### config.mk
export PLATFORM = sky130hd
export DESIGN_NAME = int_alu_flags
export DESIGN_NICKNAME = d
export VERILOG_FILES = /design/src/rtl/alu_pkg.sv /design/src/rtl/alu_imm_expand.sv /design/src/rtl/alu_addsub.sv /design/src/rtl/alu_shifter.sv /design/src/rtl/int_alu_flags.sv
export SDC_FILE = /design/constraint.sdc
export NUM_CORES = 1
export LEC_CHECK = 0
export BUFFER_PORTS_ARGS = -buffer_cell sky130_fd_sc_hd__clkbuf_2
export CORE_MARGIN = 2
export CORE_UTILIZATION = 40
export CTS_BUF_LIST = sky130_fd_sc_hd__clkbuf_8
export CTS_CLUSTER_SIZE = 25
export DETAILED_ROUTE_END_ITERATION = 6
export GPL_ROUTABILITY_DRIVEN = 0
export PLACE_DENSITY_LB_ADDON = 0.05
export SLEW_MARGIN = 5
export SYNTH_ARGS = -nofsm -noshare
export SYNTH_HDL_FRONTEND = slang
export SYNTH_SLANG_ARGS = --single-unit
### constraint.sdc
create_clock -name clk -period 22.9 [get_ports clk]
set_clock_uncertainty 0.2 [all_clocks]
set_input_delay 5.725 -clock clk [delete_from_list [all_inputs] [get_ports clk]]
set_output_delay 5.725 -clock clk [all_outputs]
set_load 0.03 [all_outputs]
### src/rtl/alu_pkg.sv
package alu_pkg;
  typedef enum logic [2:0] {
    OP_ADD  = 3'b000,
    OP_ADDC = 3'b001,
    OP_SUB  = 3'b010,
    OP_SUBB = 3'b011,
    OP_AND  = 3'b100,
    OP_OR   = 3'b101,
    OP_XOR  = 3'b110,
    OP_SPEC = 3'b111
  } alu_op_e;

  typedef struct packed {
    logic z;
    logic n;
    logic v;
    logic c;
  } alu_flags_t;

  localparam int SUBFN_W = 5;
endpackage

### src/rtl/alu_imm_expand.sv
module alu_imm_expand #(
  parameter int DATA_W = 32,
  localparam int HALF_W = DATA_W / 2
) (
  input  logic [HALF_W-1:0] imm,
  input  logic              place_hi,
  input  logic              fill_ones,
  input  logic              sign_ext,
  output logic [DATA_W-1:0] wide
);
  logic [HALF_W-1:0] fill;

  always_comb begin
    fill = fill_ones ? {HALF_W{1'b1}} : {HALF_W{1'b0}};
    if (sign_ext)
      wide = {{HALF_W{imm[HALF_W-1]}}, imm};
    else if (place_hi)
      wide = {imm, fill};
    else
      wide = {fill, imm};
  end
endmodule

### src/rtl/alu_addsub.sv
module alu_addsub #(
  parameter int DATA_W = 32
) (
  input  logic [DATA_W-1:0] a,
  input  logic [DATA_W-1:0] b,
  input  logic              invert_b,
  input  logic              cin,
  output logic [DATA_W-1:0] sum,
  output logic              cout,
  output logic              ovf
);
  logic [DATA_W-1:0] b_eff;

  always_comb begin
    b_eff = invert_b ? ~b : b;
    {cout, sum} = {1'b0, a} + {1'b0, b_eff} + {{DATA_W{1'b0}}, cin};
    ovf = (a[DATA_W-1] == b_eff[DATA_W-1]) && (sum[DATA_W-1] != a[DATA_W-1]);
  end
endmodule

### src/rtl/alu_shifter.sv
module alu_shifter #(
  parameter int DATA_W = 32
) (
  input  logic [DATA_W-1:0] val,
  input  logic [DATA_W-1:0] amt,
  input  logic              arith,
  output logic [DATA_W-1:0] res,
  output logic              cout
);
  logic              go_right;
  logic [DATA_W-1:0] mag;
  logic [2*DATA_W-1:0] wide_l;

  always_comb begin
    go_right = amt[DATA_W-1];
    mag      = go_right ? (~amt + 1'b1) : amt;
    wide_l   = {{DATA_W{1'b0}}, val} << mag;
    if (go_right) begin
      res  = arith ? DATA_W'($signed(val) >>> mag) : (val >> mag);
      cout = 1'b0;
    end else begin
      res  = wide_l[DATA_W-1:0];
      cout = wide_l[DATA_W];
    end
  end
endmodule

### src/rtl/int_alu_flags.sv
module int_alu_flags
  import alu_pkg::*;
#(
  parameter int DATA_W = 32,
  localparam int HALF_W = DATA_W / 2
) (
  input  logic                 clk,
  input  logic                 rst_n,
  input  logic [2:0]           opcode,
  input  logic                 imm_mode,
  input  logic                 imm_hi,
  input  logic [SUBFN_W-1:0]   sub_fn,
  input  logic [DATA_W-1:0]    opnd_a,
  input  logic [DATA_W-1:0]    opnd_b,
  input  logic [HALF_W-1:0]    imm,
  input  logic                 flag_we,
  input  logic                 cond_in,
  output logic [DATA_W-1:0]    result,
  output logic [3:0]           flags_q,
  output logic                 illegal_op
);
  alu_op_e     op;
  alu_flags_t  flg_r, flg_d;
  logic [DATA_W-1:0] imm_wide, b_sel;
  logic [DATA_W-1:0] as_sum, sh_res;
  logic as_cout, as_ovf, sh_cout;
  logic is_shift, is_select, is_reserved, sh_arith, carry_in;

  assign op = alu_op_e'(opcode);

  alu_imm_expand #(.DATA_W(DATA_W)) u_imm (
    .imm       (imm),
    .place_hi  (imm_hi),
    .fill_ones (op == OP_AND),
    .sign_ext  (op == OP_SPEC),
    .wide      (imm_wide)
  );

  assign b_sel    = imm_mode ? imm_wide : opnd_b;
  assign carry_in = opcode[0] ? flg_r.c : opcode[1];

  alu_addsub #(.DATA_W(DATA_W)) u_add (
    .a        (opnd_a),
    .b        (b_sel),
    .invert_b (opcode[1]),
    .cin      (carry_in),
    .sum      (as_sum),
    .cout     (as_cout),
    .ovf      (as_ovf)
  );

  assign sh_arith = imm_mode ? imm_hi : sub_fn[SUBFN_W-2];

  alu_shifter #(.DATA_W(DATA_W)) u_shf (
    .val   (opnd_a),
    .amt   (b_sel),
    .arith (sh_arith),
    .res   (sh_res),
    .cout  (sh_cout)
  );

  always_comb begin
    is_shift    = (op == OP_SPEC) && (imm_mode || sub_fn[SUBFN_W-1]);
    is_select   = (op == OP_SPEC) && !imm_mode && (sub_fn == '0);
    is_reserved = (op == OP_SPEC) && !is_shift && !is_select;
  end

  always_comb begin
    result  = '0;
    flg_d.v = 1'b0;
    flg_d.c = 1'b0;
    unique case (op)
      OP_ADD, OP_ADDC, OP_SUB, OP_SUBB: begin
        result  = as_sum;
        flg_d.v = as_ovf;
        flg_d.c = as_cout;
      end
      OP_AND: result = opnd_a & b_sel;
      OP_OR:  result = opnd_a | b_sel;
      OP_XOR: result = opnd_a ^ b_sel;
      default: begin
        if (is_shift) begin
          result  = sh_res;
          flg_d.c = sh_cout;
        end else if (is_select) begin
          result  = cond_in ? opnd_a : b_sel;
          flg_d.c = flg_r.c;
        end
      end
    endcase
    flg_d.z = (result == '0);
    flg_d.n = result[DATA_W-1];
  end

  always_ff @(posedge clk or negedge rst_n) begin
    if (!rst_n)
      flg_r <= '0;
    else if (flag_we && !is_reserved)
      flg_r <= flg_d;
  end

  assign flags_q    = flg_r;
  assign illegal_op = is_reserved;
endmodule

# == After elaboration in Yosys (flattened, before gate mapping) ==
# Index checks and enable logic that the tools add are counted.
# word_totals
wordCells,61
out_inout_bits,37
regBits,4
# classes
add_sub_neg,3
n_bitwise,4
reduce_logical,18
mux,19
shift,3
eq_ne,10
# op_table
op,n
$mux W32,10
$pmux W32 S4,1
$add A32 B32 Y33,1
$add A33 B1 Y33,1
$shl A32 B32 Y33,1
$add A32 B1 Y32 const B,1
$and A32 B32 Y32,1
$logic_not A32 Y1,1
$not A32 Y32,1
$or A32 B32 Y32,1
$shr A32 B32 Y32,1
$sshr A32 B32 Y32,1
$xor A32 B32 Y32,1
$mux W16,1
$eq A3 B3 Y1 const B,4
$logic_and A1 B1 Y1,7
$eq A3 B2 Y1 const B,2
$mux W1,6
$logic_not A5 Y1,1
$logic_not A1 Y1,4
$ne A4 B3 Y1 const B,1
$reduce_or A4 Y1,1
$eq A3 B1 Y1 const B,1
$logic_not A3 Y1,1
other kinds (6),6

# == Longest topological paths before layout ==
# depth
word_depth,14
ltp_mapped,29
ltp_nobuf,23

# == By module ==
# Synthesis repeated with hierarchy kept, for this count alone.
# hier_totals
cells_unflattened,1685
area_unflattened_um2,11609.9
# by_module_without_submodules
mod,seq_area_each_um2,n_inst,area_per_inst_um2,cells_per_inst
alu_shifter,0.0,1,5297.6,850
int_alu_flags,100.1,1,3848.7,484
alu_addsub,0.0,1,2073.2,289
alu_imm_expand,0.0,1,390.4,62

# == Worst setup path before layout ==
# No wires, ideal clock.
# synth_timing
path_type,input to output
start,in opcode[1]
end,out result[28]
arrival_time_ns,12.199
n_path_buf,6
required_ns,16.975
cell_stages,21
slack_ns,4.776
cell_sequence,buf_4 buf_1 clkbuf_1 buf_1 clkbuf_1 buf_1 xnor2_1 fa_1 fa_1 a21o_1 a21o_1 a21oi_1 o31ai_1 a221o_1 a21bo_2 a21oi_1 o21bai_1 a21oi_1 o21a_1 nor2b_1 o311ai_0
# synth_via
elab_chain_len,13
elab_cells_between_ends,35
cone_classes,add/sub (3); eq/ne (7); shift (3); mux (13); bitwise (4); reduce/logical (5)
# synth_rtl
element,line_no,text
"start, declared",int_alu_flags.sv:9,"input logic [2:0] opcode,"
$eq A3 B3 Y1,"int_alu_flags.sv:34, int_alu_flags.sv:72",
$mux W16,alu_imm_expand.sv:14,fill = fill_ones ? {HALF_W{1'b1}} : {HALF_W{1'b0}};
$mux W32,alu_imm_expand.sv:17,else if (place_hi)
$mux W32,alu_imm_expand.sv:15,if (sign_ext)
$mux W32,int_alu_flags.sv:39,assign b_sel = imm_mode ? imm_wide : opnd_b;
$not A32 Y32,"alu_addsub.sv:15, alu_shifter.sv:16",
$add A32 B1 Y32,alu_shifter.sv:16,mag = go_right ? (~amt + 1'b1) : amt;
$mux W32,alu_shifter.sv:16,
$shr A32 B32 Y32 / $sshr A32 B32 Y32 (equally long branches),alu_shifter.sv:19,res = arith ? DATA_W'($signed(val) >>> mag) : (val >> mag);
$mux W32,alu_shifter.sv:19,
$mux W32,alu_shifter.sv:18,if (go_right) begin
$mux W32,int_alu_flags.sv:82,if (is_shift) begin
$pmux W32 S4 *,int_alu_flags.sv:72,unique case (op)
"end, declared",int_alu_flags.sv:18,"output logic [DATA_W-1:0] result,"
# Every way passes the cells marked *; elsewhere a longest branch is shown, timed or not.

# == Final worst setup path ==
# layout_timing
start,in opcode[2]
end,out result[12]
# Same word-level chain as after synthesis.

==> insert_results.sql <==
INSERT INTO impl_metrics (metric_group, metric, value, unit) VALUES
('synth', 'yosysWarnings', '0', ''),
('sta', 'min_tclk_post_route', '18.44', 'ns'),
('sta', 'fmax', '54.2', 'MHz'),
('critical_path', 'worstSetupPathType', 'primary input to output port', ''),
('critical_path', 'worst_ep_required_time', '16.98', 'ns'),
('synth', 'post-synth-top-area-fraction', '10.4', '%'),
('cells_and_area', 'sequential_cell_area', '100', 'um2'),
('critical_path', 'critPathMaxFanout', '48', ''),
('min_path', 'min_delay_path_depth', '2', ''),
('power', 'design_power_total', '614', 'uW'),
('routing', 'detail_route.vias_per_cell', '6.92', ''),
('placed_design', 'dp_worst_setup_slack', '4.63', 'ns'),
('floorplanning', 'die_height', '174', 'um'),
('synth', 'syn_area', '11500', 'um2'),
('global_routing', 'grt_util_all_layers', '37.7', '%'),
('critical_path', 'setup.worst_path.start_class', 'primary input', ''),
('routing', 'final_antenna_net_count', '0', ''),
('floorplanning', 'initial_utilization', '40.3', '%'),
('cts', 'cts.hold.buffers_added', '0', ''),
('floorplanning', 'design.portCount', '131', ''),
('synth', 'ys_seq_elements', '4', ''),
('global_routing', 'wire_length_of_the_first_global_routing_pass', '88200', 'um'),
('cts', 'clk_root_buffer_cell', 'sky130_fd_sc_hd__clkbuf_8', ''),
('synth', 'syn-mean-instance-area', '6.49', 'um2'),
('sta', 'period_share', '80.5', '%'),
('cts', 'cts.repair_timing.setup_buffer_count', '0', ''),
('floorplanning', 'placeableCoreArea', '28500', 'um2'),
('cells_and_area', 'multi_input_area', '10500', 'um2'),
('cts', 'htree_levels', '1', ''),
('run_status', 'violations_in_the_final_reports', 'design-rule violations', ''),
('critical_path', 'end_kind', 'output port', ''),
('synth', 'ys_seq_area_share', '0.869', '%'),
('sta', 'timing_max_transition_violations_final', '0', ''),
('min_path', 'min_to', 'flags_q[3]', ''),
('power', 'power.internal', '203', 'uW'),
('critical_path', 'slowest_delay', '0.56', 'ns'),
('power', 'netSwitchingPower', '410', 'uW'),
('cts', 'ctsLongestPathBuffers', '2', ''),
('cells_and_area', 'number_of_flip_flops_in_the_largest_register', '4', ''),
('min_path', 'hold_path.class', 'register to register', ''),
('cts', 'clock_network_latency_to_the_later_pin_of_the_worst_skew_pair', '0.22', 'ns'),
('routing', 'drt_pass1_iterations', '7', ''),
('cts', 'cts.sink_count', '4', ''),
('sta', 'timing.slew.headroom', '21.4', '%'),
('synth', 'synth_area_leader_cell', 'sky130_fd_sc_hd__ha_1', ''),
('cts', 'worst_setup_hold_path_clk_slew', '0.03', 'ns'),
('power', 'power_density', '49.4', 'nW/um2'),
('cells_and_area', 'fillCellCount', '3227', ''),
('synth', 'synth_cell_type_count', '102', ''),
('synth', 'asyncSetResetFlopFracSynth', '100', '%'),
('floorplanning', 'die_footprint', '30200', 'um2'),
('cts', 'tritoncts', 'yes', ''),
('sta', 'fin_tns_setup', '0', 'ns'),
('power', 'pwr-share-comb', '96.0', '%'),
('floorplanning', 'chipWidth', '174', 'um'),
('critical_path', 'critical_path.reg2reg.endpoint', 'flags_q[3]', ''),
('run_status', 'outcome', 'complete, but fails checks', ''),
('cts', 'cts_made_buffers', '3', ''),
('synth', 'post_synthesis_net_count', '1966', ''),
('critical_path', 'critical_path.slowest_cell', 'sky130_fd_sc_hd__nand4b_1', ''),
('power', 'worst_ir_drop_vdd', '0.0000277', 'V'),
('critical_path', 'r2r_start', 'flags_q[0]', ''),
('cts', 'cts_repair_resize_count', '0', ''),
('sta', 'hold_viol', '0', ''),
('floorplanning', 'std_cell_rows', '62', ''),
('cells_and_area', 'drive_above_1_share', '13.6', '%'),
('synth', 'postSynth.topFlopCell', 'sky130_fd_sc_hd__dfrtp_1', ''),
('routing', 'drc_violations', '4', ''),
('critical_path', 'setup.reg_to_reg.worst_slack', '16.64', 'ns'),
('power', 'share_seq_of_total_power', '1.5', '%'),
('cells_and_area', 'area_delta_synth_final', '7.88', '%');
## synth_stat cells (all sizes together), types with 8 or more instances
| cell | n |
|---|---|
| mux2 | 9 |
| nor4 | 27 |
| clkbuf | 76 |
| a311oi | 12 |
| nand2b | 8 |
| a21oi | 131 |
| o21ai | 153 |
| inv | 85 |
| xor2 | 14 |
| a31oi | 26 |
| nor2 | 198 |
| a22oi | 8 |
| o22ai | 43 |
| and3 | 14 |
| xnor2 | 53 |
| mux2i | 107 |
| o32ai | 8 |
| o221ai | 21 |
| nand2 | 165 |
| or2 | 8 |
| buf | 66 |
| a211oi | 32 |
| a221oi | 20 |
| a21o | 18 |
| a2111oi | 9 |
| nor2b | 16 |
| o211ai | 35 |
| or3 | 19 |
| o21a | 16 |
| o31ai | 21 |
| nand3 | 46 |
| a311o | 10 |
| a211o | 13 |
| nand4 | 23 |
| nor3 | 54 |
| ha | 96 |
| and2 | 9 |
## how the worst max path moves through the flow
stage / from / end / slack, ns / cells past startpoint
floorplan: opcode[1] / result[28] / 4.78 / 21
global placement: opcode[2] / result[31] / 4.68 / 25
detailed placement: opcode[2] / result[31] / 4.63 / 25
CTS: opcode[2] / result[31] / 4.61 / 25
global route: opcode[2] / result[31] / 4.02 / 25
finish: opcode[2] / result[12] / 4.46 / 21
## power groups by stage
stage	combinational (uW)	sequential (uW)	clock, uW
after CTS	565	9.22	15.3
after global routing	623	9.33	15.9
after global placement	565	9.19	0
after detailed placement	562	9.34	0
after floorplan	380	10.9	0
final	589	9.31	15.2
## layout make-up
| type | instances | share of cell area (%) |
|---|---|---|
| tap | 384 | 3.87 |
| timing repair buffer | 172 | 7.79 |
| multi-input combinational | 1542 | 84.6 |
| sequential | 4 | 0.806 |
| clock buffer | 3 | 0.332 |
| inverter | 86 | 2.60 |
## through the flow
| stage | std cells | util, % | instance area, um2 |
|---|---|---|---|
| after global placement | 2188 | 43.4 | 12400 |
| after detailed placement | 2188 | 43.4 | 12400 |
| after CTS | 2191 | 43.5 | 12400 |
| after global routing | 2191 | 43.5 | 12400 |
| after floorplan | 1774 | - | 11500 |
| final | 2191 | 43.5 | 12400 |
## routing by layer
metal,vias to the layer above,GRT usage [%],routed length (um)
li1,6781,-,-
met1,7100,49.1,24200
met2,1026,57.6,25000
met3,252,9.71,6510
met4,2,18.3,3690
met5,-,1.44,64
## worst max-delay path: cells and delay by family
family	cells	cell delay [ns]
buffers and inverters	5	1.99
adder cells (fa/ha/maj)	1	0.29
AND/OR/NAND/NOR	6	1.78
AO/OA/AOI/OAI	9	2.67
## logic make-up (layout without fill, tap and decap cells)
family	Yosys count	count (layout)	share of synthesized area, %
xor+xnor	67	67	5.09
compound gates	649	649	38.5
simple gates	610	610	25.7
mux	118	118	10.6
buf+inv	228	261	8.52
fa+ha+maj	98	98	10.8
flops	4	4	0.869
## layout by cell type, fill, tap and decap left out, drive strengths merged, types with 16 or more instances in the layout
| master | count |
|---|---|
| clkbuf | 132 |
| ha | 96 |
| o22ai | 43 |
| a31oi | 26 |
| o31ai | 21 |
| buf | 43 |
| or3 | 19 |
| xnor2 | 53 |
| nor2 | 198 |
| a21o | 18 |
| o21a | 16 |
| a211oi | 32 |
| a21oi | 131 |
| nand2 | 165 |
| nor2b | 16 |
| o211ai | 35 |
| nand3 | 46 |
| inv | 85 |
| o21ai | 153 |
| nand4 | 23 |
| o221ai | 21 |
| a221oi | 20 |
| mux2i | 107 |
| nor4 | 27 |
| nor3 | 54 |
Note: power is estimated with default switching activity, not from simulation.
